--- config.mk ---
export PLATFORM = sky130hd
export DESIGN_NAME = seqmul_top
export DESIGN_NICKNAME = d
export VERILOG_FILES = /design/src/rtl/seqmul_pkg.sv /design/src/rtl/seqmul_ctrl.sv /design/src/rtl/seqmul_addsub.sv /design/src/rtl/seqmul_datapath.sv /design/src/rtl/seqmul_top.sv
export SDC_FILE = /design/constraint.sdc
export NUM_CORES = 1
export LEC_CHECK = 0
export BUFFER_PORTS_ARGS = -buffer_cell sky130_fd_sc_hd__buf_2
export CAP_MARGIN = 5
export CORE_MARGIN = 4
export CORE_UTILIZATION = 40
export DETAILED_ROUTE_END_ITERATION = 12
export GPL_ROUTABILITY_DRIVEN = 1
export PLACE_DENSITY = 0.6
export SLEW_MARGIN = 20
export SYNTH_ARGS = -nofsm -noshare
export SYNTH_HDL_FRONTEND = slang
export SYNTH_SLANG_ARGS = --single-unit
--- constraint.sdc ---
create_clock -name clk -period 6.3 [get_ports clk]
set_input_delay 1.26 -clock clk [delete_from_list [all_inputs] [get_ports clk]]
set_output_delay 1.26 -clock clk [all_outputs]
set_load 0.01 [all_outputs]
--- src/rtl/seqmul_pkg.sv ---
package seqmul_pkg;

    typedef enum logic [1:0] {
        ST_IDLE   = 2'd0,
        ST_RUN    = 2'd1,
        ST_FINISH = 2'd2
    } seq_state_e;

endpackage

--- src/rtl/seqmul_ctrl.sv ---
module seqmul_ctrl
    import seqmul_pkg::*;
#(
    parameter int K = 8
) (
    input  logic clk,
    input  logic rst_n,
    input  logic start,
    output logic load_en,
    output logic step_en,
    output logic last_step,
    output logic busy,
    output logic done
);

    localparam int CW = (K > 2) ? $clog2(K) : 1;
    localparam logic [CW-1:0] LAST_IDX = CW'(K - 1);

    seq_state_e       state_q;
    seq_state_e       state_d;
    logic [CW-1:0]    cnt_q;

    // next-state logic
    always_comb begin
        state_d = state_q;
        unique case (state_q)
            ST_IDLE:   if (start) state_d = ST_RUN;
            ST_RUN:    if (cnt_q == LAST_IDX) state_d = ST_FINISH;
            ST_FINISH: state_d = ST_IDLE;
            default:   state_d = ST_IDLE;
        endcase
    end

    // state register
    always_ff @(posedge clk or negedge rst_n) begin
        if (!rst_n) begin
            state_q <= ST_IDLE;
        end else begin
            state_q <= state_d;
        end
    end

    // step counter
    always_ff @(posedge clk or negedge rst_n) begin
        if (!rst_n) begin
            cnt_q <= '0;
        end else if (state_q == ST_IDLE) begin
            cnt_q <= '0;
        end else if (state_q == ST_RUN && cnt_q != LAST_IDX) begin
            cnt_q <= cnt_q + CW'(1);
        end
    end

    // outputs
    always_comb begin
        load_en   = 1'b0;
        step_en   = 1'b0;
        last_step = 1'b0;
        busy      = 1'b0;
        done      = 1'b0;
        unique case (state_q)
            ST_IDLE: begin
                load_en = start;
            end
            ST_RUN: begin
                busy      = 1'b1;
                step_en   = 1'b1;
                last_step = (cnt_q == LAST_IDX);
            end
            ST_FINISH: begin
                busy = 1'b1;
                done = 1'b1;
            end
            default: begin
                busy = 1'b0;
            end
        endcase
    end


    done_pulse_chk: assert property (@(posedge clk) disable iff (!rst_n)
        done |=> !done);


    done_after_last_chk: assert property (@(posedge clk) disable iff (!rst_n)
        last_step |=> done);


    step_count_chk: assert property (@(posedge clk) disable iff (!rst_n)
        (step_en && !last_step) |=> (step_en && cnt_q == $past(cnt_q) + CW'(1)));


    start_ignore_chk: assert property (@(posedge clk) disable iff (!rst_n)
        busy |-> !load_en);

endmodule

--- src/rtl/seqmul_addsub.sv ---
module seqmul_addsub #(
    parameter int K = 8
) (
    input  logic [K-1:0] upper,
    input  logic [K-1:0] opnd,
    input  logic         sub,
    output logic [K:0]   sum
);

    logic [K:0] upper_x;
    logic [K:0] opnd_x;
    logic [K:0] opnd_inv;

    always_comb begin
        upper_x  = {upper[K-1], upper};
        opnd_x   = {opnd[K-1], opnd};
        opnd_inv = opnd_x ^ {(K+1){sub}};
        sum      = upper_x + opnd_inv + {{K{1'b0}}, sub};
    end

endmodule

--- src/rtl/seqmul_datapath.sv ---
module seqmul_datapath #(
    parameter int K = 8
) (
    input  logic           clk,
    input  logic           rst_n,
    input  logic           load_en,
    input  logic           step_en,
    input  logic           last_step,
    input  logic [K-1:0]   mcand,
    input  logic [K-1:0]   mplier,
    output logic [2*K-1:0] product
);

    localparam int PW = 2 * K;

    logic [K-1:0]  mcand_q;
    logic [PW-1:0] pp_q;
    logic [K-1:0]  addend;
    logic [K:0]    sum;
    logic          cur_bit;

    assign cur_bit = pp_q[0];

    // operand select: multiplicand gated by the current multiplier bit
    for (genvar i = 0; i < K; i++) begin : g_gate
        assign addend[i] = mcand_q[i] & cur_bit;
    end

    seqmul_addsub #(.K(K)) u_addsub (
        .upper (pp_q[PW-1:K]),
        .opnd  (addend),
        .sub   (last_step),
        .sum   (sum)
    );

    always_ff @(posedge clk or negedge rst_n) begin
        if (!rst_n) begin
            mcand_q <= '0;
            pp_q    <= '0;
        end else if (load_en) begin
            mcand_q <= mcand;
            pp_q    <= {{K{1'b0}}, mplier};
        end else if (step_en) begin
            pp_q    <= {sum, pp_q[K-1:1]};
        end
    end

    assign product = pp_q;


    load_place_chk: assert property (@(posedge clk) disable iff (!rst_n)
        load_en |=> (pp_q == {{K{1'b0}}, $past(mplier)}));


    hold_chk: assert property (@(posedge clk) disable iff (!rst_n)
        (!load_en && !step_en) |=> $stable(pp_q));

endmodule

--- src/rtl/seqmul_top.sv ---
module seqmul_top #(
    parameter int K = 8
) (
    input  logic           clk,
    input  logic           rst_n,
    input  logic           start,
    input  logic [K-1:0]   mcand,
    input  logic [K-1:0]   mplier,
    output logic           busy,
    output logic           done,
    output logic [2*K-1:0] product
);

    logic load_en;
    logic step_en;
    logic last_step;

    seqmul_ctrl #(.K(K)) u_ctrl (
        .clk       (clk),
        .rst_n     (rst_n),
        .start     (start),
        .load_en   (load_en),
        .step_en   (step_en),
        .last_step (last_step),
        .busy      (busy),
        .done      (done)
    );

    seqmul_datapath #(.K(K)) u_dp (
        .clk       (clk),
        .rst_n     (rst_n),
        .load_en   (load_en),
        .step_en   (step_en),
        .last_step (last_step),
        .mcand     (mcand),
        .mplier    (mplier),
        .product   (product)
    );


    busy_after_load_chk: assert property (@(posedge clk) disable iff (!rst_n)
        load_en |=> busy);

endmodule

After elaboration in Yosys (flattened, before gate mapping):

Index checks and enable logic that the tools add are counted.

* input port bits: 19
* logic and storage cells: 40
* bits in registers: 29

* reductions and logical operators: 6
* eq/ne operators: 6
* add/subtract/negate cells: 3
* muxes and demuxes: 12
* bitwise operators: 9

Operators by type and width (count)
* 16-bit two-way mux: 2
* 9-bit by 1-bit adder with 9-bit output: 1
* 9-bit adder: 1
* 9-bit bitwise XOR: 1
* 1-bit bitwise AND: 8
* 3-bit two-way mux: 2
* 1-bit two-way mux: 5
* 2-bit two-way mux: 2
* 2-bit inequality test, second input constant: 2
* 2-bit one-hot mux with 2 select lines: 1
* 2-bit nonzero test: 2
* 3-bit by 1-bit adder with 3-bit output, second input constant: 1
* 3-bit equality test, second input constant: 1
* 3-bit inequality test, second input constant: 1
* 2-bit by 1-bit equality test with 1-bit output, second input constant: 1
* 2-bit equality test, second input constant: 1
* 2-bit logical NOT: 1
* 2-bit AND reduction: 1
* 2-bit OR reduction: 1
* 1-bit logical AND: 1

Depth between registers and ports, before layout:

Gate-level depths: netlist (run 1).

* word-level depth: 7
* depth in mapped cells: 11

Hierarchy:

A second synthesis (run 1) with hierarchy kept.

* cells, all modules: 165
* area total of the unflattened synthesis: 1781.7 µm²

Modules (own cells, without submodules)
* seqmul_datapath: cells each 86, instances 1, area each 1087.3 µm², sequential area each 600.6 µm²
* seqmul_addsub: cells each 51, instances 1, area each 397.9 µm², sequential area each 0.0 µm²
* seqmul_ctrl: cells each 28, instances 1, area each 296.5 µm², sequential area each 125.1 µm²

Worst setup path before layout (run 1):

No wires, ideal clock.

* path kind: register to register
* start point: register u_ctrl.cnt_q[0]
* end point: register u_dp.pp_q[13], in the netlist u_dp.product[13]
* setup time: 0.126 ns
* stages on the path, launching flop included: 11
* setup slack: 3.821 ns
* arrival time: 2.353 ns
* data required time: 6.174 ns
* buffers on the path: 0
* period minus slack after synthesis: 2.479 ns
* cells stage by stage: dfrtp_1 > ha_1 > ha_1 > nand2_4 > xor2_1 > fa_1 > a21o_1 > a21oi_1 > o21ai_1 > mux2i_1 > a311o_1

* longest elaborated chain between the ends: 7

Ends and longest elaborated chain
* start: declaration: RTL line seqmul_ctrl.sv:21 `logic [CW-1:0] cnt_q;`
* start signal: assignment: RTL line seqmul_ctrl.sv:50 `cnt_q <= cnt_q + CW'(1);`
* 3-bit equality test (*): RTL line seqmul_ctrl.sv:68 `last_step = (cnt_q == LAST_IDX);`
* 1-bit two-way mux (*): RTL line seqmul_ctrl.sv:61 `unique case (state_q)`
* 9-bit bitwise XOR: RTL line seqmul_addsub.sv:17 `opnd_inv = opnd_x ^ {(K+1){sub}};`
* 9-bit adder: RTL line seqmul_addsub.sv:18 `sum = upper_x + opnd_inv + {{K{1'b0}}, sub};`
* 9-bit by 1-bit adder with 9-bit output (*): RTL line seqmul_addsub.sv:18
* 16-bit two-way mux (*): RTL line seqmul_datapath.sv:43 `end else if (step_en) begin`
* 16-bit two-way mux (*): RTL line seqmul_datapath.sv:40 `end else if (load_en) begin`
* end signal: assignment: RTL line seqmul_datapath.sv:42 `pp_q <= {{K{1'b0}}, mplier};`
* end signal: assignment: RTL line seqmul_datapath.sv:44 `pp_q <= {sum, pp_q[K-1:1]};`
* end: declaration: RTL line seqmul_datapath.sv:17 `logic [PW-1:0] pp_q;`

Mark *: on every way between the ends. The rest lies on a longest branch, timed or not. The select of a mux whose other input is x is not followed.
A chain may end at the register's enable or synchronous reset.

Final worst setup path (run 1):

* start point: register u_ctrl.state_q[1]
* end point: register u_dp.pp_q[13], in the netlist u_dp.product[13]

* longest elaborated chain between the ends: 7
* elaborated cells between the ends (all ways): 11
* classes of those cells: 2 x add/sub; 1 x eq/ne; 5 x mux; 1 x bitwise; 2 x reduce/logical

Ends and longest elaborated chain
* start: declaration: RTL line seqmul_ctrl.sv:19 `seq_state_e state_q;`
* start signal: assignment: RTL line seqmul_ctrl.sv:39 `state_q <= state_d;`
* 2-bit by 1-bit equality test with 1-bit output: RTL line seqmul_ctrl.sv:61
* 1-bit two-way mux: RTL line seqmul_ctrl.sv:61
* 9-bit bitwise XOR: RTL line seqmul_addsub.sv:17
* 9-bit adder: RTL line seqmul_addsub.sv:18
* 9-bit by 1-bit adder with 9-bit output: RTL line seqmul_addsub.sv:18
* 16-bit two-way mux: RTL line seqmul_datapath.sv:43
* 16-bit two-way mux: RTL line seqmul_datapath.sv:40

Several ways; a longest one is shown, not always the timed one. The select of a mux whose other input is x is not followed.

==> impl_metrics.toml, run 1 <==
[power]
p_leak_nw = 1.039
powerDensity_mw_per_mm2 = 462.7
swShare_pct = 41.74
p_sw_uw = 401.7
clkPwrFrac_pct = 17.4
peakVddDrop_uv = 221.2
p_int_uw = 560.6
combPwrFrac_pct = 48.1
seqPwrFrac_pct = 34.4

[place]
routabilityCongestion = 0.8305
dpl_cell_area_mm2 = 0.001978
port_buffers = 36
dp_hpwl_um = 2672

[cts]
cts_resized = 0
cts_buffers = 5
cts_root_buf = "clkbuf_8"
clock_sinks = 29
cts-htree-levels = 2
cts_tree = "done"
cts_hold_buf = 0
post_cts_buffers = 0
clk_latency_ps = 280
cts.path.max_buffers = 2
path_clk_slew_ps = 60

[yosys]
avgSynthCellArea_um2 = 9.180
synthCells = 193
netlist_area_mm2 = 0.001772
ys_seq_area_share_pct = 40.96
yosys_register_bits = 29
synth.distinct_cells = 36
yosysWarnings = 0
synth_nets = 226

[global_route]
grt_pass1_wl_um = 6127
grt_start_max_net_pins = 30
grt.overflow.total = 0
track_usage_pct = 14.62
first_global_vias = 1376
antenna_found_initial = 0

[timing]
hold_viol = 0
max_freq_ghz = 0.3505
drv_slew = 0
rsz0062_at_grt = "no"
fin_skew_ps = 4.137
setup_violations = 0
post-route-min-period_ps = 2853
relSlewSlack_pct = 53.72
worst_pin_slew_ps = 693.9
fin_tns_setup_ps = 0
finalCritPeriodShare_pct = 45.28

[worst_setup_path]
crit_path_max_fanout = 21
endpoint_kind = "flop"
worst_ep_required_time_ps = 6460
start_kind = "flop"
worstPathArrival_ps = 3010
path_class = "reg -> reg"

[floorplanning]
num_rows = 23
ioPinCount = 37
dieWidth_um = 74.55
fp.dieH_um = 74.55
coreArea_mm2 = 0.004144
initial_utilization_pct = 42.75
fp.dieArea_mm2 = 0.005558

[route]
num_vias = 1398
ant_nets = 0
drt-total-wl_um = 3674
avgViaCountPerCell = 5.011
drt-pass1-iter-count = 4
drcViolationCount = 0
wire_per_inst_um = 13.17
drt_iter0_markers = 63

[final_layout]
multi_input_area_um2 = 972.2
drive_gt1_share_pct = 22.27
fillers = 409
n_antenna_cell = 0
register_area_um2 = 725.7
fin_area_mm2 = 0.002079
fin_nets = 261
syn_to_final_growth_pct = 17.37

[outcome]
status = "complete, no violations"

[job]
maxCapViolations = 0

[worst_hold_path]
hp-class = "reg -> reg"
final timing paths:
path / from / end / slack (ps) / cells after the start
max in group asynchronous: rst_n / u_dp.product[12] / 4840 / 1
min in group asynchronous: rst_n / u_ctrl.cnt_q[0] / 1020 / 1
min: u_dp.mcand_q[5] / u_dp.mcand_q[5] / 470 / 2
max reg2reg: u_ctrl.state_q[1] / u_dp.product[13] / 3450 / 11
min reg2reg: u_dp.mcand_q[5] / u_dp.mcand_q[5] / 470 / 2
max: u_ctrl.state_q[1] / u_dp.product[13] / 3450 / 11
metrics by stage:
stage          setup WS (ps)  hold WS [ps]  instances  utilization (%)  power (mW)
3_5_place_dp            3353         462.7        271            47.74      0.8048
5_1_grt                 3269         508.9        279            50.18       1.058
6_report                3447         474.3        279            50.18      0.9623
3_3_place_gp            3369         461.9        271            47.74      0.8011
4_1_cts                 3440         482.9        279            50.18      0.9774
2_1_floorplan           3821         445.5        193                -      0.6822
metal layers:
layer | track usage, % | share of wire (%) | wire (um)
met1 | 19.68 | 49 | 1786
met2 | 22.54 | 45 | 1655
met3 | 4.054 | 5.1 | 186
met4 | 5.336 | 1.3 | 46
met5 | 0 | 0 | 0
worst max-delay path, stage by stage, from the launching register on:
cell	delay [ps]
dfrtp_1	400
inv_1	100
ha_1	140
buf_4	290
nand2_4	160
xor2_1	220
fa_1	440
a21o_1	170
a21oi_1	220
o21ai_1	140
mux2i_1	130
a311o_1	320
cells in the mapped netlist:
master    count  share of area, %
o21ai_1       1              0.28
nand4b_1      1              0.49
a311o_1       1              0.56
xor2_1        8               4.0
nand3_1       3              0.85
ha_1         13               9.2
nor4b_1       2              0.99
nor3_1        2              0.56
or3_1         1              0.35
dfrtp_1      29                41
clkbuf_1      4              0.85
a31o_1        1              0.49
a221o_1       1              0.56
o31ai_2       1              0.71
mux2i_4       1               1.3
a31oi_1       1              0.35
fa_1          1               1.1
a21o_1        2              0.85
nand2_1      49                10
buf_2         5               1.4
xnor2_1       4               2.0
a211oi_1      2              0.85
nor2_1       10               2.1
nand4_1       3               1.1
a21boi_0      1              0.42
and2_0        1              0.35
nor4_1        1              0.35
mux2i_1      10               5.6
o21ai_0      13               3.7
inv_1         6               1.3
nand2_4       2               1.3
mux2_2        1              0.64
nand2b_1      2              0.71
buf_6         1              0.64
and4b_1       1              0.56
a21oi_1       8               2.3
flip-flops by register name, indices dropped and copies added, names as in the netlist:
signal and cells:
u_dp.mcand_q 8, u_ctrl.state_q 2, u_dp.product 16, u_ctrl.cnt_q 3
power groups by stage:
stage	logic [mW]	clock network, mW	registers (mW)
final	0.463	0.168	0.331
after detailed placement	0.471	0	0.334
after CTS	0.472	0.173	0.332
after global routing	0.533	0.181	0.344
after global placement	0.467	0	0.334
after floorplan	0.347	0	0.335
logic make-up after synthesis:
family | synth area share, %
AOI/OAI and AO/OA | 11.02
DFF | 40.96
xor gates and xnor gates | 5.932
buffers and inverters | 4.166
muxes | 7.557
and+or+nand+nor | 20.06
adders and majority gates | 10.31
cell type report:
class | instances | area share, %
repair buffers | 38 | 9.386
clock inverters | 1 | 0.2407
flip-flops and latches | 29 | 34.90
well taps | 50 | 3.008
multi-input cells | 148 | 46.75
inverters | 6 | 1.083
clock buffers | 7 | 4.633
cells in the final DEF, fill, tap and decap left out, drive strengths merged, types with 3 or more instances in the layout:
master and count:
a21oi 8, clkbuf 7, mux2i 11, nand4 3, nand2 51, inv 6, xnor2 4, buf 38
ha 13, nor2 10, nand3 3, dfrtp 29, o21ai 14, xor2 8
Power figures use the tool's default switching activity.
==> run 2, diff against run 1 <==
--- a/config.mk
+++ b/config.mk
@@ -11,7 +11,7 @@
 export CORE_UTILIZATION = 40
 export DETAILED_ROUTE_END_ITERATION = 12
 export GPL_ROUTABILITY_DRIVEN = 1
-export PLACE_DENSITY = 0.6
+export PLACE_DENSITY = 0.63
 export SLEW_MARGIN = 20
 export SYNTH_ARGS = -nofsm -noshare
 export SYNTH_HDL_FRONTEND = slang
==> constraint.sdc (replaced) <==
create_clock -name clk -period 2.5 [get_ports clk]
set_input_delay 0.5 -clock clk [delete_from_list [all_inputs] [get_ports clk]]
set_output_delay 0.5 -clock clk [all_outputs]
set_load 0.01 [all_outputs]
==> impl_metrics.toml, run 2 (same netlist as run 1, synthesis figures left out) <==
[place]
routabilityCongestion = 0.7890
dp_hpwl_um = 2810
pre_cts_slack_ps = -60.96
port_buffers = 36
dpl_cell_area_mm2 = 0.002046
dp.cells = 280

[outcome]
status = "complete, no violations"

[floorplanning]
fp.dieArea_mm2 = 0.005558
fp.dieH_um = 74.55
coreArea_mm2 = 0.004144
num_rows = 23
ioPinCount = 37
initial_utilization_pct = 42.75
dieWidth_um = 74.55

[power]
seqPwrFrac_pct = 33.0
combPwrFrac_pct = 51.9
p_int_mw = 1.458
p_sw_mw = 1.050
p_leak_nw = 1.060
clkPwrFrac_pct = 15.1
peakVddDrop_uv = 487.3
swShare_pct = 41.86
powerDensity_mw_per_mm2 = 1144
finalPower_mw = 2.508

[global_route]
grt_start_max_net_pins = 30
top_usage_layer = "met2"
track_usage_pct = 15.06
first_global_vias = 1379
grt_use_met1_pct = 20.66
met2_usage_pct = 22.34
grt.overflow.total = 0
grt_pass1_wl_um = 6334
grtUsageMet3_pct = 4.459
antenna_found_initial = 0

[cts]
cts_root_buf = "clkbuf_8"
clk_latency_ps = 270
clock_sinks = 29
cts_buffers = 5
cts.path.max_buffers = 2
cts_hold_buf = 0
path_clk_slew_ps = 60
cts-htree-levels = 2
cts_tree = "done"

[timing]
drv_slew = 0
max_freq_ghz = 0.4175
hold_viol = 0
finalCritPeriodShare_pct = 95.81
setup_violations = 0
fin_skew_ps = 3.307
relSlewSlack_pct = 57.04
fin_tns_setup_ps = 0
setup_ws_ps = 104.8
worst_pin_slew_ps = 644.3
post-route-min-period_ps = 2395

[worst_setup_path]
crit_path_max_fanout = 6
path_class = "reg -> reg"
cp_slowest_cell = "dfrtp_1"
crit_buf_inv = 0
worstPathArrival_ps = 2550
crit_chain = "ha_2 > ha_4 > nand2_8 > xor2_1 > ha_1 > a21o_1 > a21oi_2 > o21ai_1 > mux2i_1 > a311o_1"
start_kind = "flop"
max_stage_delay_ps = 370
endpoint_kind = "flop"
worst_ep_required_time_ps = 2660
cp_top_family = "compound AO/OA/AOI/OAI gates"

[final_layout]
fillers = 424
largest_reg_flops = 16
fin_cells = 288
fin_nets = 271
n_antenna_cell = 0
syn_to_final_growth_pct = 23.73
fin_area_mm2 = 0.002192
final_common_cell = "nand2_1"
final_cell_mix = "nand2_1, buf_2, dfrtp_1, o21ai_0, buf_4"
drive_gt1_share_pct = 27.73

[route]
drt-pass1-iter-count = 4
drt_iter0_markers = 54
num_vias = 1448
ant_nets = 0
drt-total-wl_um = 3814
drcViolationCount = 0
avgViaCountPerCell = 5.028
wire_per_inst_um = 13.24

[worst_hold_path]
hp-class = "in -> async"

[job]
maxCapViolations = 0
==> run 2: changes by cell type in the layout (fill, tap and decap cells not counted), sizes merged <==
cell and delta:
buf +10, clkinv -1
==> run 2: per-layer routing <==
layer,vias up,part of all wire (%)
met2,26,45
met4,0,1.3
met5,-,0
met1,673,49
met3,7,4.7
li1,742,-
==> run 2: area by class of cell <==
| type | instances | area, um2 | share of cell area (%) |
|---|---|---|---|
| Multi-Input combinational cell | 148 | 1025 | 46.75 |
| Sequential cell | 29 | 725.7 | 33.11 |
| Timing Repair Buffer | 48 | 270.3 | 12.33 |
| Clock buffer | 7 | 86.33 | 3.938 |
| Tap cell | 50 | 62.56 | 2.854 |
| Inverter | 6 | 22.52 | 1.027 |
==> run 2: path summary, 6_finish.rpt <==
check / slack [ps] / to / from / cells past startpoint
worst min register to register: 480 / u_dp.mcand_q[4] / u_dp.mcand_q[4] / 2
max in group asynchronous: 1830 / u_dp.product[6] / rst_n / 1
worst max register to register: 100 / u_dp.product[13] / u_ctrl.cnt_q[0] / 10
worst max-delay path: 100 / u_dp.product[13] / u_ctrl.cnt_q[0] / 10
min in group clk: 410 / u_dp.mcand_q[3] / mcand[3] / 3
worst min-delay path: 250 / u_dp.mcand_q[7] / rst_n / 1
==> run 2: what timing repair did <==
| item | in CTS | in global routing |
|---|---|---|
| endpoints found under the setup margin | 1 | 3 |
| pin swaps | 1 | 1 |
| setup buffers | 0 | 1 |
| gates resized for setup | 2 | 10 |
==> run 2: stage by stage <==
stage / utilization [%] / hold slack, ps
after global routing: 52.90 / 306.5
after global placement: 49.37 / 462.4
final: 52.90 / 246.7
after CTS: 51.60 / 272.5
after detailed placement: 49.37 / 467.4
after floorplan: - / 204.4
==> run 2: power groups by stage <==
| stage | clock [mW] | sequential, mW | combinational, mW |
|---|---|---|---|
| finish | 0.378 | 0.827 | 1.30 |
| global route | 0.412 | 0.858 | 1.46 |
| detailed placement | 0 | 0.834 | 1.26 |
| CTS | 0.389 | 0.825 | 1.27 |
| floorplan | 0 | 0.844 | 0.875 |
| global placement | 0 | 0.826 | 1.24 |
==> run 3, diff against run 2 <==
--- a/config.mk
+++ b/config.mk
@@ -7,7 +7,6 @@
 export LEC_CHECK = 0
 export BUFFER_PORTS_ARGS = -buffer_cell sky130_fd_sc_hd__buf_2
 export CAP_MARGIN = 5
-export CORE_MARGIN = 4
 export CORE_UTILIZATION = 40
 export DETAILED_ROUTE_END_ITERATION = 12
 export GPL_ROUTABILITY_DRIVEN = 1
==> impl_metrics.toml, run 3 (same netlist as run 1, synthesis figures left out) <==
[route]
drcViolationCount = 0
num_vias = 1463
wire_per_inst_um = 12.82
drt-total-wl_um = 3691
drt_iter0_markers = 99
drt-pass1-iter-count = 4
avgViaCountPerCell = 5.080
ant_nets = 0

[timing]
fin_tns_setup_ps = 0
drv_slew = 0
relSlewSlack_pct = 57.71
hold_viol = 0
rsz0062_at_grt = "no"
setup_violations = 0
finalCritPeriodShare_pct = 94.91
worst_pin_slew_ps = 634.4
max_freq_ghz = 0.4214
post-route-min-period_ps = 2373
fin_skew_ps = 2.395

[global_route]
met2_usage_pct = 25.74
antenna_found_initial = 0
first_global_vias = 1286
grt.overflow.total = 0
grt_pass1_wl_um = 5920
grt_start_max_net_pins = 30
grt_use_met1_pct = 24.51
grtUsageMet3_pct = 5.592
top_usage_layer = "met2"
track_usage_pct = 17.68

[cts]
cts_buffers = 5
clk_latency_ps = 280
path_clk_slew_ps = 60
cts.path.max_buffers = 2
cts_tree = "done"
cts-htree-levels = 2
cts_hold_buf = 0
clock_sinks = 29
cts_root_buf = "clkbuf_8"

[worst_hold_path]
hp-class = "in -> async"

[worst_setup_path]
crit_path_max_fanout = 5
max_stage_delay_ps = 380
cp_top_family = "adder cells"
crit_chain = "ha_2 > ha_4 > nand2_8 > xor2_2 > fa_2 > a21o_1 > a21oi_2 > o21ai_2 > mux2i_1 > a311o_1"
path_class = "reg -> reg"
endpoint_kind = "flop"
worst_ep_required_time_ps = 2660
worstPathArrival_ps = 2540
crit_buf_inv = 0
cp_slowest_cell = "fa_2"
start_kind = "flop"

[final_layout]
drive_gt1_share_pct = 31.09
fin_cells = 288
largest_reg_flops = 16
final_cell_mix = "nand2_1, buf_2, dfrtp_1, o21ai_0, buf_4"
syn_to_final_growth_pct = 27.12
fin_nets = 270
final_common_cell = "nand2_1"
n_antenna_cell = 0

[floorplanning]
ioPinCount = 37
dieWidth_um = 68.55
fp.dieArea_mm2 = 0.004699
coreArea_mm2 = 0.004115
num_rows = 23
fp.dieH_um = 68.55
initial_utilization_pct = 43.05

[power]
powerDensity_mw_per_mm2 = 1140
peakVddDrop_uv = 553.5
p_leak_nw = 1.068

[place]
dp_hpwl_um = 2639
port_buffers = 36
routabilityCongestion = 0.8230
dp.cells = 279

[job]
maxCapViolations = 0

[outcome]
status = "complete, no violations"
run 3: final timing paths:
check	end	slack, ps	start	cells after the start
min in group clk	u_dp.mcand_q[6]	400	mcand[6]	3
max in group asynchronous	u_dp.product[1]	1840	rst_n	1
min	u_dp.mcand_q[4]	240	rst_n	1
min reg2reg	u_dp.mcand_q[4]	480	u_dp.mcand_q[4]	2
max reg2reg	u_dp.product[13]	130	u_ctrl.cnt_q[0]	10
max	u_dp.product[13]	130	u_ctrl.cnt_q[0]	10
run 3: power by group:
group	leakage (nW)	internal [mW]	switching [mW]
Clock	0.0542	0.248	0.172
Combinational	0.646	0.587	0.729
Sequential	0.368	0.670	0.161
run 3: repair_timing:
action	CTS	global route
setup endpoints to repair	2	5
resized for setup	4	15
setup buffers	0	1
pin swaps	1	3
run 3: per-stage QoR:
stage / power, mW / cell area [um2] / setup slack [ps] / utilization (%) / hold WS, ps
floorplan: 1.719 / 1772 / 20.82 / - / 204.4
global placement: 2.051 / 2038 / -13.26 / 49.53 / 458.5
detailed placement: 2.075 / 2038 / -80.90 / 49.53 / 473.6
CTS: 2.513 / 2148 / 36.31 / 52.20 / 264.4
global route: 2.822 / 2252 / 9.304 / 54.73 / 293.1
finish: 2.566 / 2252 / 127.2 / 54.73 / 237.8
run 3: worst register-to-register path, cell delays in order (launching register included):
cell,delay (ps)
dfrtp_1,360
ha_2,190
ha_4,170
nand2_8,90
xor2_2,200
fa_2,380
a21o_1,180
a21oi_2,160
o21ai_2,90
mux2i_1,120
a311o_1,310
run 3: per-layer routing:
| layer | vias to the layer above | wire length [um] |
|---|---|---|
| met2 | 30 | 1694 |
| li1 | 742 | - |
| met1 | 684 | 1800 |
| met4 | 0 | 53 |
| met5 | - | 0 |
| met3 | 7 | 142 |
run 3: area by class of cell:
class	count	area [um2]
tap	50	62.56
multi-input combinational	148	1077
fill	399	1863
timing repair buffer	47	262.8
clock inverter	1	5.005
sequential	29	725.7
clock buffer	7	96.34
inverter	6	22.52
